$ cat config.mk
export PLATFORM = sky130hd
export DESIGN_NAME = reg_loop_sequencer
export DESIGN_NICKNAME = d
export VERILOG_FILES = /design/src/rtl/seq_pkg.sv /design/src/rtl/seq_addr_step.sv /design/src/rtl/seq_word_len.sv /design/src/rtl/reg_loop_sequencer.sv
export SDC_FILE = /design/constraint.sdc
export NUM_CORES = 1
export LEC_CHECK = 0
export BUFFER_PORTS_ARGS = -buffer_cell sky130_fd_sc_hd__clkbuf_2
export CORE_ASPECT_RATIO = 1.25
export CORE_UTILIZATION = 51
export DETAILED_ROUTE_END_ITERATION = 8
export PLACE_DENSITY = 0.89
export SETUP_SLACK_MARGIN = 0.5
export SLEW_MARGIN = 20
export SYNTH_ARGS = -nofsm -noshare
export SYNTH_HDL_FRONTEND = slang
export SYNTH_SLANG_ARGS = --single-unit
$ cat constraint.sdc
create_clock -name clk -period 2.4 [get_ports clk]
set_clock_uncertainty 0.15 [all_clocks]
set_input_delay 0.36 -clock clk [delete_from_list [all_inputs] [get_ports clk]]
set_output_delay 0.36 -clock clk [all_outputs]
set_load 0.01 [all_outputs]
$ cat src/rtl/seq_pkg.sv
package seq_pkg;

    // Default geometry of the register map
    localparam int DEF_NUM_RESULT = 6;
    localparam int DEF_NUM_CTRL   = 5;
    localparam int DEF_WORD_BITS  = 24;
    localparam int DEF_SHORT_BITS = 16;

    // Address loop modes
    typedef enum logic [1:0] {
        MODE_STATIC = 2'b00,
        MODE_GROUP  = 2'b01,
        MODE_TYPE   = 2'b10,
        MODE_FULL   = 2'b11
    } read_mode_e;

endpackage

$ cat src/rtl/seq_addr_step.sv
module seq_addr_step
    import seq_pkg::*;
#(
    parameter int NUM_RESULT = DEF_NUM_RESULT,
    parameter int NUM_CTRL   = DEF_NUM_CTRL,
    parameter int ADDR_W     = $clog2(DEF_NUM_RESULT + DEF_NUM_CTRL)
) (
    input  logic [ADDR_W-1:0] cur_addr,
    input  read_mode_e        mode,
    output logic [ADDR_W-1:0] next_addr,
    output logic              relatch_hit
);

    localparam logic [ADDR_W-1:0] LAST_ADDR  = ADDR_W'(NUM_RESULT + NUM_CTRL - 1);
    localparam logic [ADDR_W-1:0] LAST_RES   = ADDR_W'(NUM_RESULT - 1);
    localparam logic [ADDR_W-1:0] FIRST_CTRL = ADDR_W'(NUM_RESULT);

    logic is_result;

    always_comb begin
        is_result   = (cur_addr < FIRST_CTRL);
        next_addr   = cur_addr;
        relatch_hit = 1'b0;
        case (mode)
            MODE_STATIC: begin
                next_addr = cur_addr;
            end
            MODE_GROUP: begin
                if (is_result) begin
                    // pairs are {even, odd}; the odd member folds back
                    next_addr   = cur_addr[0] ? (cur_addr - 1'b1) : (cur_addr + 1'b1);
                    relatch_hit = cur_addr[0];
                end
            end
            MODE_TYPE: begin
                if (is_result)
                    next_addr = (cur_addr == LAST_RES) ? '0 : (cur_addr + 1'b1);
                else
                    next_addr = (cur_addr == LAST_ADDR) ? FIRST_CTRL : (cur_addr + 1'b1);
            end
            MODE_FULL: begin
                next_addr   = (cur_addr == LAST_ADDR) ? '0 : (cur_addr + 1'b1);
                relatch_hit = (cur_addr == LAST_ADDR);
            end
            default: next_addr = cur_addr;
        endcase
    end

endmodule

$ cat src/rtl/seq_word_len.sv
module seq_word_len #(
    parameter int NUM_RESULT = 6,
    parameter int ADDR_W     = 4,
    parameter int POS_W      = 5,
    parameter int WORD_BITS  = 24,
    parameter int SHORT_BITS = 16
) (
    input  logic [ADDR_W-1:0]     cur_addr,
    input  logic [NUM_RESULT-1:0] width_sel,
    output logic [POS_W-1:0]      last_pos
);

    localparam logic [POS_W-1:0] SHORT_LAST = POS_W'(WORD_BITS - SHORT_BITS);

    logic [NUM_RESULT-1:0] short_hit;

    for (genvar g = 0; g < NUM_RESULT; g++) begin : g_chan
        assign short_hit[g] = (cur_addr == ADDR_W'(g)) && !width_sel[g];
    end

    assign last_pos = (|short_hit) ? SHORT_LAST : '0;

endmodule

$ cat src/rtl/reg_loop_sequencer.sv
module reg_loop_sequencer
    import seq_pkg::*;
#(
    parameter  int NUM_RESULT = DEF_NUM_RESULT,
    parameter  int NUM_CTRL   = DEF_NUM_CTRL,
    parameter  int WORD_BITS  = DEF_WORD_BITS,
    parameter  int SHORT_BITS = DEF_SHORT_BITS,
    localparam int ADDR_W     = $clog2(NUM_RESULT + NUM_CTRL),
    localparam int POS_W      = $clog2(WORD_BITS)
) (
    input  logic                  clk,
    input  logic                  rst_n,
    input  logic                  cs_n,
    input  logic                  cmd_valid,
    input  logic [ADDR_W-1:0]     cmd_addr,
    input  logic                  bit_tick,
    input  logic [1:0]            read_mode,
    input  logic [NUM_RESULT-1:0] width_sel,
    output logic [ADDR_W-1:0]     reg_addr,
    output logic [POS_W-1:0]      bit_pos,
    output logic                  last_bit,
    output logic                  reading,
    output logic                  relatch_req
);

    localparam logic [ADDR_W-1:0] LAST_ADDR = ADDR_W'(NUM_RESULT + NUM_CTRL - 1);
    localparam logic [POS_W-1:0]  TOP_POS   = POS_W'(WORD_BITS - 1);

    typedef struct packed {
        logic              reading;
        logic [ADDR_W-1:0] addr;
        logic [POS_W-1:0]  pos;
        logic              relatch;
    } seq_state_t;

    localparam seq_state_t IDLE_STATE = '{reading: 1'b0, addr: '0, pos: TOP_POS, relatch: 1'b0};

    seq_state_t        state_d, state_q;
    logic [ADDR_W-1:0] step_addr;
    logic              step_hit;
    logic [POS_W-1:0]  last_pos;

    seq_addr_step #(
        .NUM_RESULT (NUM_RESULT),
        .NUM_CTRL   (NUM_CTRL),
        .ADDR_W     (ADDR_W)
    ) i_step (
        .cur_addr    (state_q.addr),
        .mode        (read_mode_e'(read_mode)),
        .next_addr   (step_addr),
        .relatch_hit (step_hit)
    );

    seq_word_len #(
        .NUM_RESULT (NUM_RESULT),
        .ADDR_W     (ADDR_W),
        .POS_W      (POS_W),
        .WORD_BITS  (WORD_BITS),
        .SHORT_BITS (SHORT_BITS)
    ) i_len (
        .cur_addr  (state_q.addr),
        .width_sel (width_sel),
        .last_pos  (last_pos)
    );

    always_comb begin
        state_d         = state_q;
        state_d.relatch = 1'b0;
        if (cs_n) begin
            state_d = IDLE_STATE;
        end else if (cmd_valid) begin
            state_d.reading = 1'b1;
            state_d.addr    = (cmd_addr > LAST_ADDR) ? '0 : cmd_addr;
            state_d.pos     = TOP_POS;
            state_d.relatch = 1'b1;
        end else if (bit_tick && state_q.reading) begin
            if (state_q.pos == last_pos) begin
                state_d.addr    = step_addr;
                state_d.pos     = TOP_POS;
                state_d.relatch = step_hit;
            end else begin
                state_d.pos = state_q.pos - 1'b1;
            end
        end
    end

    always_ff @(posedge clk or negedge rst_n) begin
        if (!rst_n) state_q <= IDLE_STATE;
        else        state_q <= state_d;
    end

    assign reg_addr    = state_q.addr;
    assign bit_pos     = state_q.pos;
    assign reading     = state_q.reading;
    assign relatch_req = state_q.relatch;
    assign last_bit    = state_q.reading && (state_q.pos == last_pos);

endmodule

# Word level (Yosys, flattened, before mapping)
# Cells that the tools add are included.
# word_totals
ram_bits	0
reg_bits	11
output_inout_bits	12
mem_bits_ro	0
inputBits	17
elab_cells	60
n_memories	0
latchBits	0
# op_classes
n_lt_le_gt_ge	2
reduce_logical	21
bitwise	0
n_mux	18
addsub	3
n_mul	0
eq_ne	12
shift	0
div	0
# op_table
op	count
2-to-1 mux 4 bit	9
2-to-1 mux 10 bit	2
one-hot mux 4 bit (3 select lines)	1
2-to-1 mux 11 bit	1
== test 4 x 2 -> 1 bit, second input constant	2
== test 4 x 3 -> 1 bit, second input constant	2
logical AND 1 bit	8
zero test 1 bit	6
nonzero test 3 bit	2
OR reduction 6 bit	1
== test 5 bit	1
2-to-1 mux 5 bit	1
subtractor 5 x 1 -> 5 bit, second input constant	1
adder 4 x 1 -> 4 bit, second input constant	1
== test 2 bit, second input constant	2
== test 4 x 1 -> 1 bit, second input constant	1
== test 4 bit, second input constant	1
greater-than comparator 4 bit, second input constant	1
zero test 4 bit	1
less-than comparator 4 x 3 -> 1 bit, second input constant	1
inequality test 4 x 3 -> 1 bit, second input constant	1
AND reduction 4 bit	1
subtractor 4 x 1 -> 4 bit, second input constant	1
2-to-1 mux 1 bit	3
5 further kinds	5

# Longest topological paths before layout
# Gate-level depths: netlist (run 1).
# logic_depth
depth_word	9
depth_mapped	8
depth_no_buf	8

# By module
# A second synthesis (run 1) with hierarchy kept.
# unflattened
cells_unflattened	131
hier_area_um2	1107.3
# by_module_without_submodules
mod	cells_per_inst	area_per_inst_um2	n_inst	seq_area_each_um2
reg_loop_sequencer	72	683.2	1	280.3
seq_addr_step	48	334.1	1	0.0
seq_word_len	11	90.1	1	0.0

# Least setup slack after synthesis (run 1)
# OpenSTA, ideal clock, no wires.
# synth_timing
path_kind	register -> output
start	register state_q (netlist bit reg_addr[0])
end	output port last_bit
t_required_ps	1890
path_buffers	0
setup_slack_ps	13
arrival_time_ps	1877
path_stages_with_launch	9
cell_sequence	dfrtp_1 -> inv_1 -> ha_1 -> nand2b_1 -> o221ai_2 -> o311ai_4 -> xor2_2 -> nand2_1 -> nor2_1
# synth_via
elab_chain_cells	6
word_cells_on_any_way	16
cone_classes	6 x eq/ne; 1 x mux; 9 x reduce/logical
# synth_lines
item	line	rtl
start, declared	reg_loop_sequencer.sv:38	seq_state_t state_d, state_q;
start signal, assigned	reg_loop_sequencer.sv:89	else state_q <= state_d;
== test 4 x 1 -> 1 bit (tied with other cells)	seq_word_len.sv:18	assign short_hit[g] = (cur_addr == ADDR_W'(g)) && !width_sel[g];
logical AND 1 bit	seq_word_len.sv:18	
OR reduction 6 bit *	seq_word_len.sv:21	assign last_pos = (|short_hit) ? SHORT_LAST : '0;
2-to-1 mux 4 bit *	seq_word_len.sv:21	
== test 5 bit *	reg_loop_sequencer.sv:96	assign last_bit = state_q.reading && (state_q.pos == last_pos);
logical AND 1 bit *	reg_loop_sequencer.sv:96	
end, declared	reg_loop_sequencer.sv:21	output logic last_bit,
# Every way passes the cells marked *; elsewhere a longest branch is shown, timed or not.

# Worst setup path after layout (run 1)
# Ends and elaborated chain as after synthesis.

==> impl_metrics.yaml, run 1 <==
critical_path:
  cp-end-kind: "output pin"
  startpoint: "reg_addr[0]"
  crit_top_cell: "inv_4"
  crit_end: "last_bit"
  cpPeakStageDelay_ns: 0.47
  critical_path_arrival_ns: 1.94
  cp-start-kind: "register"
  rr_startpoint: "reg_addr[1]"
  timing.rr.end: "reg_addr[3]"
  critPathKind: "register to output pin"
  critPathRequiredTime_ns: 1.89
  crit_chain: "inv_4, ha_4, inv_4, o221ai_4, o311ai_4, xor2_2, nand2_2, nor2_4, buf_6"
  reg2regPathDepth: 10
  crit_path_top_delay_cell: "dfrtp_2"
  reg2reg_slack_ns: 0.07
  cp_max_fo: 4
sta:
  slew_violations: 0
  fmax_mhz: 408
  hold_violations: 0
  maxSlewHeadroom_pct: 65.9
  tns_ns: -0.0519
  tightest_slew_ns: 0.511
  finalSetupViolCount: 1
  min_period_over_period_pct: 102
  rsz0062_at_grt: "yes"
  holdWs_ns: 0.259
  setup_ws_ns: -0.0519
  period_minus_slack_ns: 2.45
floorplanning:
  io_pins: 29
  initial_core_util_pct: 55.0
  core-area_um2: 1790
  dieArea_um2: 2110
  die_w_um: 41.3
  die_h_um: 51.1
  fp-row-count: 17
yosys:
  synthesis.instances: 123
  synth_cell_types: 41
  yosysSeqAreaShare_pct: 28.5
  synthesis.area_um2: 983
  syn_area_per_cell_um2: 8.00
  synth_ff_type: "dfrtp_1"
  ys_warn_count: 0
  syn-num-nets: 146
  ys_seq_elements: 11
  ys_async_sr_fraction_pct: 100
  synth_edf_count: 0
route:
  firstDrtPassIters: 4
  vias: 1161
  drt-total-wl_um: 3130
  drc_errors: 0
  wl_per_cell_um: 17.3
  first_iter_violations: 54
  ant_nets: 0
  viasPerCell: 6.41
placed_design:
  gp_congestion: 0.882
  port_buffers: 28
  dp.final_hpwl_um: 2020
grt:
  groute.usage.overall_pct: 29.8
  overflow: 0
  antenna_found_initial: 0
  grt_pass1_wl_um: 4310
  grt_max_degree: 13
  grt_pass1_vias: 1008
clock_network:
  clk_pin_slew_worst_paths_ns: 0.08
  cts_max_path_buffers: 2
  clock_sinks: 11
  cts-buffers-inserted: 3
  root_buffer: "clkbuf_4"
  cts_tree: "built"
  cts_max_level: 1
  insertion_delay_ns: 0.28
layout:
  drive_gt1_share_pct: 48.8
  syn2layout_area_growth_pct: 46.8
  nFillCells: 116
  mostFrequentLayoutCell: "clkbuf_2"
  multi_input_area_um2: 812
  final_nets: 186
  post-route-util_pct: 80.8
  diodes: 0
  regArea_um2: 283
  final_cell_mix: "clkbuf_2 (27), nor2_1 (9), nand2_1 (9), o21ai_0 (9), buf_4 (8)"
worst_hold_path:
  hold_path.class: "primary input to register"
outcome:
  status: "finished with violations"
  failed_checks: "negative setup slack"
pwr:
  power_leakage_nw: 0.584
  vdd_drop_max_uv: 306
  powerDensity_nw_per_um2: 368
run:
  max-cap-violations: 0
[cell families after synthesis]
logic type	after synthesis	share of synthesized area, %
AO/OA/AOI/OAI	41	29.4
XOR/XNOR	2	2.55
adder cells (fa/ha/maj)	6	7.63
buffers and inverters	16	7.00
flip-flops	11	28.5
multiplexers	1	1.14
AND/OR/NAND/NOR	46	23.8
[state kept, by name, indices dropped and copies added (netlist names)]
name	cells
relatch_req	1
reg_addr	4
bit_pos	5
reading	1
[power breakdown]
part           total [mW]  internal [mW]  switching (mW)  leakage (nW)
clock               0.136         0.0645          0.0713        0.0150
sequential          0.209          0.194          0.0153         0.132
combinational       0.186         0.0860           0.100         0.437
[repair_timing]
item / 4_1_cts / 5_1_grt
setup endpoints to repair: 10 / 10
hold buffers: 1 / 0
hold endpoints to repair: 7 / 0
setup buffers: 5 / 4
pin swaps: 8 / 14
gates resized for setup: 6 / 24
[stage by stage]
stage | setup slack [ns] | area (µm²) | total power [mW] | cells
floorplan | 0.246 | 1030 | 0.292 | 123
global placement | 0.193 | 1190 | 0.334 | 167
detailed placement | 0.150 | 1190 | 0.339 | 167
CTS | -0.0708 | 1300 | 0.485 | 177
global route | -0.153 | 1440 | 0.554 | 181
finish | -0.0519 | 1440 | 0.531 | 181
[layer usage]
layer | track usage (%) | vias to the layer above | share of wire, %
met5 | 0 | - | 0
met4 | 14.5 | 0 | 2.6
met3 | 1.30 | 10 | 7.0
met2 | 52.9 | 79 | 53
met1 | 33.6 | 539 | 37
li1 | - | 533 | -
[critical path, delay by kind of cell, from the launching register on]
kind	cells	cell delay, ns
AO/OA/AOI/OAI	2	0.40
XOR/XNOR	1	0.20
adder cells (fa/ha/maj)	1	0.16
buffers and inverters	3	0.24
flip-flops	1	0.47
AND/OR/NAND/NOR	2	0.19
[cell usage after synthesis (2+ instances only)]
cell type	n	area share (%)
o21ai_0	12	6.1
a31oi_1	2	1.3
ha_1	6	7.6
a211oi_1	5	3.8
nand4b_1	2	1.8
dfrtp_1	7	18
a21oi_1	8	4.1
nand2_1	10	3.8
and2_1	3	1.9
nor2_1	10	3.8
dfstp_2	4	11
nand3_1	5	2.5
nor3_1	5	2.5
clkbuf_1	3	1.1
nand2b_1	2	1.3
inv_1	10	3.8
nand4_1	2	1.3
a311oi_1	3	2.7
or3_1	2	1.3
[worst min-delay path by stage]
stage	end	startpoint	cells after the start	slack (ns)
floorplan	bit_pos[3]	rst_n	0	-0.09
global placement	bit_pos[3]	rst_n	1	0.09
detailed placement	bit_pos[3]	rst_n	1	0.11
CTS	reading	cs_n	2	0.23
global route	reading	cs_n	2	0.25
finish	reg_addr[0]	cmd_addr[0]	3	0.26
[final cells by class]
cell class / count / area share, %
inverters: 11 / 3.38
flip-flops and latches: 11 / 19.6
multi-input cells: 96 / 56.2
well taps: 19 / 1.65
repair buffers: 40 / 17.3
clock buffers: 4 / 1.82
No activity file was read; power rests on OpenSTA's default activity.
==> run 2: changes to the inputs <==
--- a/config.mk
+++ b/config.mk
@@ -7,8 +7,9 @@
 export LEC_CHECK = 0
 export BUFFER_PORTS_ARGS = -buffer_cell sky130_fd_sc_hd__clkbuf_2
+export CAP_MARGIN = 25
 export CORE_ASPECT_RATIO = 1.25
-export CORE_UTILIZATION = 51
+export CORE_UTILIZATION = 46
 export DETAILED_ROUTE_END_ITERATION = 8
-export PLACE_DENSITY = 0.89
+export PLACE_DENSITY = 0.85
 export SETUP_SLACK_MARGIN = 0.5
 export SLEW_MARGIN = 20
==> constraint.sdc (replaced) <==
create_clock -name clk -period 2 [get_ports clk]
set_clock_uncertainty 0.15 [all_clocks]
set_input_delay 0.4 -clock clk [delete_from_list [all_inputs] [get_ports clk]]
set_output_delay 0.4 -clock clk [all_outputs]
set_load 0.01 [all_outputs]
==> run 2 against run 1 <==
  * The run ends with design-rule violations, negative setup slack left
  * Die area increased by 10%
  * Core utilization is 4.8 points lower
  * Global-route usage is 3.0 points lower
  * Count of clock-buffer cells in the layout unchanged
  * Sequential power is 18% higher
  * Design area is 5.5% higher
  * Register-to-register slack got worse by 0.37 ns
  * Clock power rose by 21%
  * Combinational power grew 27%
  * First-iteration DRC count fell by 26%
  * Critical endpoint unchanged
==> impl_metrics.yaml, run 2 (synthesis gave the netlist of run 1 again) <==
outcome:
  status: "finished with violations"
  failed_checks: "design-rule violations, negative setup slack"
route:
  ant_nets: 0
  viasPerCell: 6.05
  firstDrtPassIters: 6
  vias: 1180
  first_iter_violations: 40
  drt-total-wl_um: 3080
  wl_per_cell_um: 15.8
  drc_errors: 6
clock_network:
  cts-buffers-inserted: 3
  clk_pin_slew_worst_paths_ns: 0.08
  clock_sinks: 11
  cts_max_path_buffers: 2
  cts_tree: "built"
  insertion_delay_ns: 0.28
  root_buffer: "clkbuf_4"
  cts_max_level: 1
placed_design:
  gp_congestion: 0.932
  dp.final_hpwl_um: 2200
  port_buffers: 28
  post-place-ws_ns: -0.256
sta:
  slew_violations: 0
  maxSlewHeadroom_pct: 58.4
  fmax_mhz: 398
  hold_violations: 0
  tightest_slew_ns: 0.619
  min_period_over_period_pct: 125
  tns_ns: -1.66
  setup_ws_ns: -0.509
  rsz0062_at_grt: "yes"
  finalSetupViolCount: 6
  period_minus_slack_ns: 2.51
pwr:
  powerDensity_nw_per_um2: 425
  power_uw: 648
  power_leakage_nw: 0.643
  vdd_drop_max_uv: 293
floorplanning:
  dieArea_um2: 2330
  fp-row-count: 18
  core-area_um2: 2000
  die_w_um: 43.4
  initial_core_util_pct: 49.1
  io_pins: 29
  die_h_um: 53.7
worst_hold_path:
  hold_path.class: "primary input to register"
  min_path_cells: 3
layout:
  drive_gt1_share_pct: 51.4
  final_cell_mix: "clkbuf_2 (20), buf_4 (20), o21ai_0 (12), buf_6 (10)"
  diodes: 0
  final_nets: 199
  nFillCells: 150
  largest_register_ffs: 5
  syn2layout_area_growth_pct: 55.0
critical_path:
  cp-start-kind: "register"
  reg2reg_slack_ns: -0.30
  critical_path_arrival_ns: 1.96
  cp_max_fo: 4
  critPathKind: "register to output pin"
  cp-end-kind: "output pin"
  critPathRequiredTime_ns: 1.45
  reg2regPathDepth: 10
grt:
  grt_max_degree: 12
  antenna_found_initial: 0
  overflow: 0
  groute.usage.overall_pct: 26.9
  grt_pass1_wl_um: 4590
  grt_pass1_vias: 1063
run:
  max-cap-violations: 0
-- run 2: final cells by class --
class | count | area (µm²) | share of cell area (%)
clock buffer | 4 | 26.3 | 1.72
timing repair buffer | 53 | 393 | 25.8
inverter | 11 | 43.8 | 2.87
multi-input combinational | 96 | 749 | 49.2
sequential | 11 | 287 | 18.8
tap | 20 | 25.0 | 1.64
-- run 2: power by group --
group          internal [mW]  switching, mW
Clock                 0.0775         0.0877
Sequential             0.233         0.0138
Combinational          0.118          0.118
Total                  0.428          0.220
-- run 2: worst paths after layout --
path | from | endpoint
setup / recovery | reg_addr[0] | last_bit
hold / removal | cs_n | reading
setup reg to reg | reg_addr[1] | reg_addr[3]
hold reg to reg | reading | reading
max in group asynchronous | rst_n | bit_pos[1]
min in group asynchronous | rst_n | reading
-- run 2: timing repair --
action,CTS,global route
pin swaps,2,4
resized for setup,12,21
buffers inserted,3,4
hold endpoints to repair,7,0
hold buffers,1,0
endpoints found under the setup margin,19,18
-- run 2: layer usage --
layer | global-route usage, % | share of wire (%) | routed length [µm] | vias up
li1 | - | - | - | 553
met1 | 30.9 | 39 | 1200 | 560
met2 | 50.0 | 54 | 1650 | 56
met3 | 1.34 | 4.2 | 129 | 11
met4 | 14.1 | 3.0 | 91 | 0
met5 | 0 | 0 | 0 | -
-- run 2: worst max-delay path, cell delays in order, from the launching register on --
cell      delay, ns
dfrtp_2        0.45
ha_2           0.20
inv_1          0.08
o221ai_2       0.11
o311ai_4       0.28
xor2_2         0.23
nand2_2        0.10
nor2_4         0.10
clkbuf_2       0.13
-- run 2: metrics by stage --
stage	hold WS [ns]	std cells	util, %	instance area (µm²)
global placement	0.140	183	64.9	1300
finish	0.289	195	76.0	1520
CTS	0.300	191	70.3	1410
global route	0.323	195	76.0	1520
detailed placement	0.153	183	64.9	1300
floorplan	-0.0456	123	-	1030
==> run 3: changes to the inputs <==
==> constraint.sdc (replaced) <==
create_clock -name clk -period 2 [get_ports clk]
set_clock_uncertainty 0.15 [all_clocks]
set_input_delay 0.3 -clock clk [delete_from_list [all_inputs] [get_ports clk]]
set_output_delay 0.3 -clock clk [all_outputs]
set_load 0.01 [all_outputs]
==> run 3 against run 2 <==
  * The run still ends with design-rule violations, negative setup slack left
  * Worst hold slack got worse by 0.083 ns
  * Count of clock-buffer cells in the layout did not move
  * Register-to-register slack got worse by 0.04 ns
  * Critical path depth grew 1
  * Sequential power about the same
  * Worst setup slack better by 0.053 ns
  * Critical endpoint unchanged
  * Largest power group unchanged
==> impl_metrics.yaml, run 3 (synthesis gave the netlist of run 1 again) <==
outcome:
  status: "finished with violations"
  failed_checks: "design-rule violations, negative setup slack"
sta:
  tns_ns: -2.08
  hold_violations: 0
  setup_ws_ns: -0.456
  tightest_slew_ns: 0.520
  fmax_mhz: 407
  min_period_over_period_pct: 123
  maxSlewHeadroom_pct: 65.1
  rsz0062_at_grt: "yes"
  holdWs_ns: 0.206
  slew_violations: 0
  finalSetupViolCount: 10
  period_minus_slack_ns: 2.46
grt:
  groute.usage.overall_pct: 25.8
  antenna_found_initial: 0
  met1_usage_pct: 28.2
  grt_pass1_wl_um: 4400
  grt_max_degree: 12
  use_met2_pct: 50.0
  grt_pass1_vias: 1014
  met3_usage_pct: 2.35
  overflow: 0
  busiest_layer: "met2"
layout:
  largest_register_ffs: 5
  final_nets: 193
  final_cell_mix: "clkbuf_2 (26), buf_4 (14), o21ai_0 (12), nor2_1 (9), nand2_1 (9)"
  finalNonFillerCells: 189
  mostFrequentLayoutCell: "clkbuf_2"
  diodes: 0
  drive_gt1_share_pct: 52.1
  syn2layout_area_growth_pct: 49.7
  nFillCells: 148
  post-route-util_pct: 73.5
  stdcell_area_um2: 1470
floorplanning:
  io_pins: 29
  die_h_um: 53.7
  dieArea_um2: 2330
  fp-row-count: 18
  initial_core_util_pct: 49.1
  core-area_um2: 2000
  die_w_um: 43.4
clock_network:
  cts_tree: "built"
  clk_pin_slew_worst_paths_ns: 0.08
  clock_sinks: 11
  cts_max_level: 1
  insertion_delay_ns: 0.29
  cts_max_path_buffers: 2
  root_buffer: "clkbuf_4"
  cts-buffers-inserted: 3
critical_path:
  cp-end-kind: "output pin"
  critical_path_arrival_ns: 2.01
  cp-start-kind: "register"
  cp_max_fo: 4
  critPathKind: "register to output pin"
  critPathRequiredTime_ns: 1.55
route:
  wl_per_cell_um: 16.8
  firstDrtPassIters: 6
  drc_errors: 6
  viasPerCell: 6.12
  vias: 1157
  drt-total-wl_um: 3180
  first_iter_violations: 65
  ant_nets: 0
pwr:
  vdd_drop_max_uv: 275
  power_uw: 644
  powerDensity_nw_per_um2: 438
  power_leakage_nw: 0.613
placed_design:
  dp.final_hpwl_um: 2250
  gp_congestion: 0.968
  port_buffers: 28
  place_area_um2: 1290
  post-place-ws_ns: -0.243
  placed_cells: 181
run:
  max-cap-violations: 0
worst_hold_path:
  hold_path.class: "primary input to register"
-- run 3: worst max-delay path, stage by stage (launching register included) --
cell,delay (ns)
dfrtp_2,0.44
inv_2,0.07
ha_4,0.16
inv_4,0.06
o221ai_4,0.11
o311ai_4,0.39
xor2_2,0.19
nand2_2,0.11
nor2_4,0.09
buf_6,0.10
-- run 3: path summary, 6_finish.rpt --
check	from	endpoint	slack, ns	cells after the start
max in group asynchronous	rst_n	bit_pos[2]	1.14	2
min in group asynchronous	rst_n	bit_pos[3]	0.28	2
min reg2reg	bit_pos[1]	bit_pos[1]	0.37	2
max	reg_addr[1]	last_bit	-0.46	9
min	cs_n	reading	0.21	3
max reg2reg	reg_addr[1]	reg_addr[0]	-0.34	11
-- run 3: cell type report --
type / instances / area (µm²) / area share [%]
multi-input cells: 96 / 782 / 53.1
repair buffers: 47 / 307 / 20.8
flip-flops and latches: 11 / 287 / 19.5
inverters: 11 / 46.3 / 3.14
clock buffers: 4 / 26.3 / 1.78
well taps: 20 / 25.0 / 1.70
-- run 3: where the power goes --
group          internal (mW)  switching [mW]
Clock                 0.0777          0.0898
Combinational          0.111           0.119
Sequential             0.233          0.0145
-- run 3: layer usage --
layer	wire length (µm)	part of all wire [%]	vias to the layer above
met5	0	0	-
met4	95	3.0	0
met3	173	5.4	10
met2	1710	54	57
met1	1200	38	546
li1	-	-	544
-- run 3: timing repair --
item	CTS	global route
resized for setup	8	19
setup buffers	1	2
gates cloned	0	0
hold buffers	1	0
endpoints found under the hold margin	7	0
pin swaps	2	9
endpoints found under the setup margin	11	14
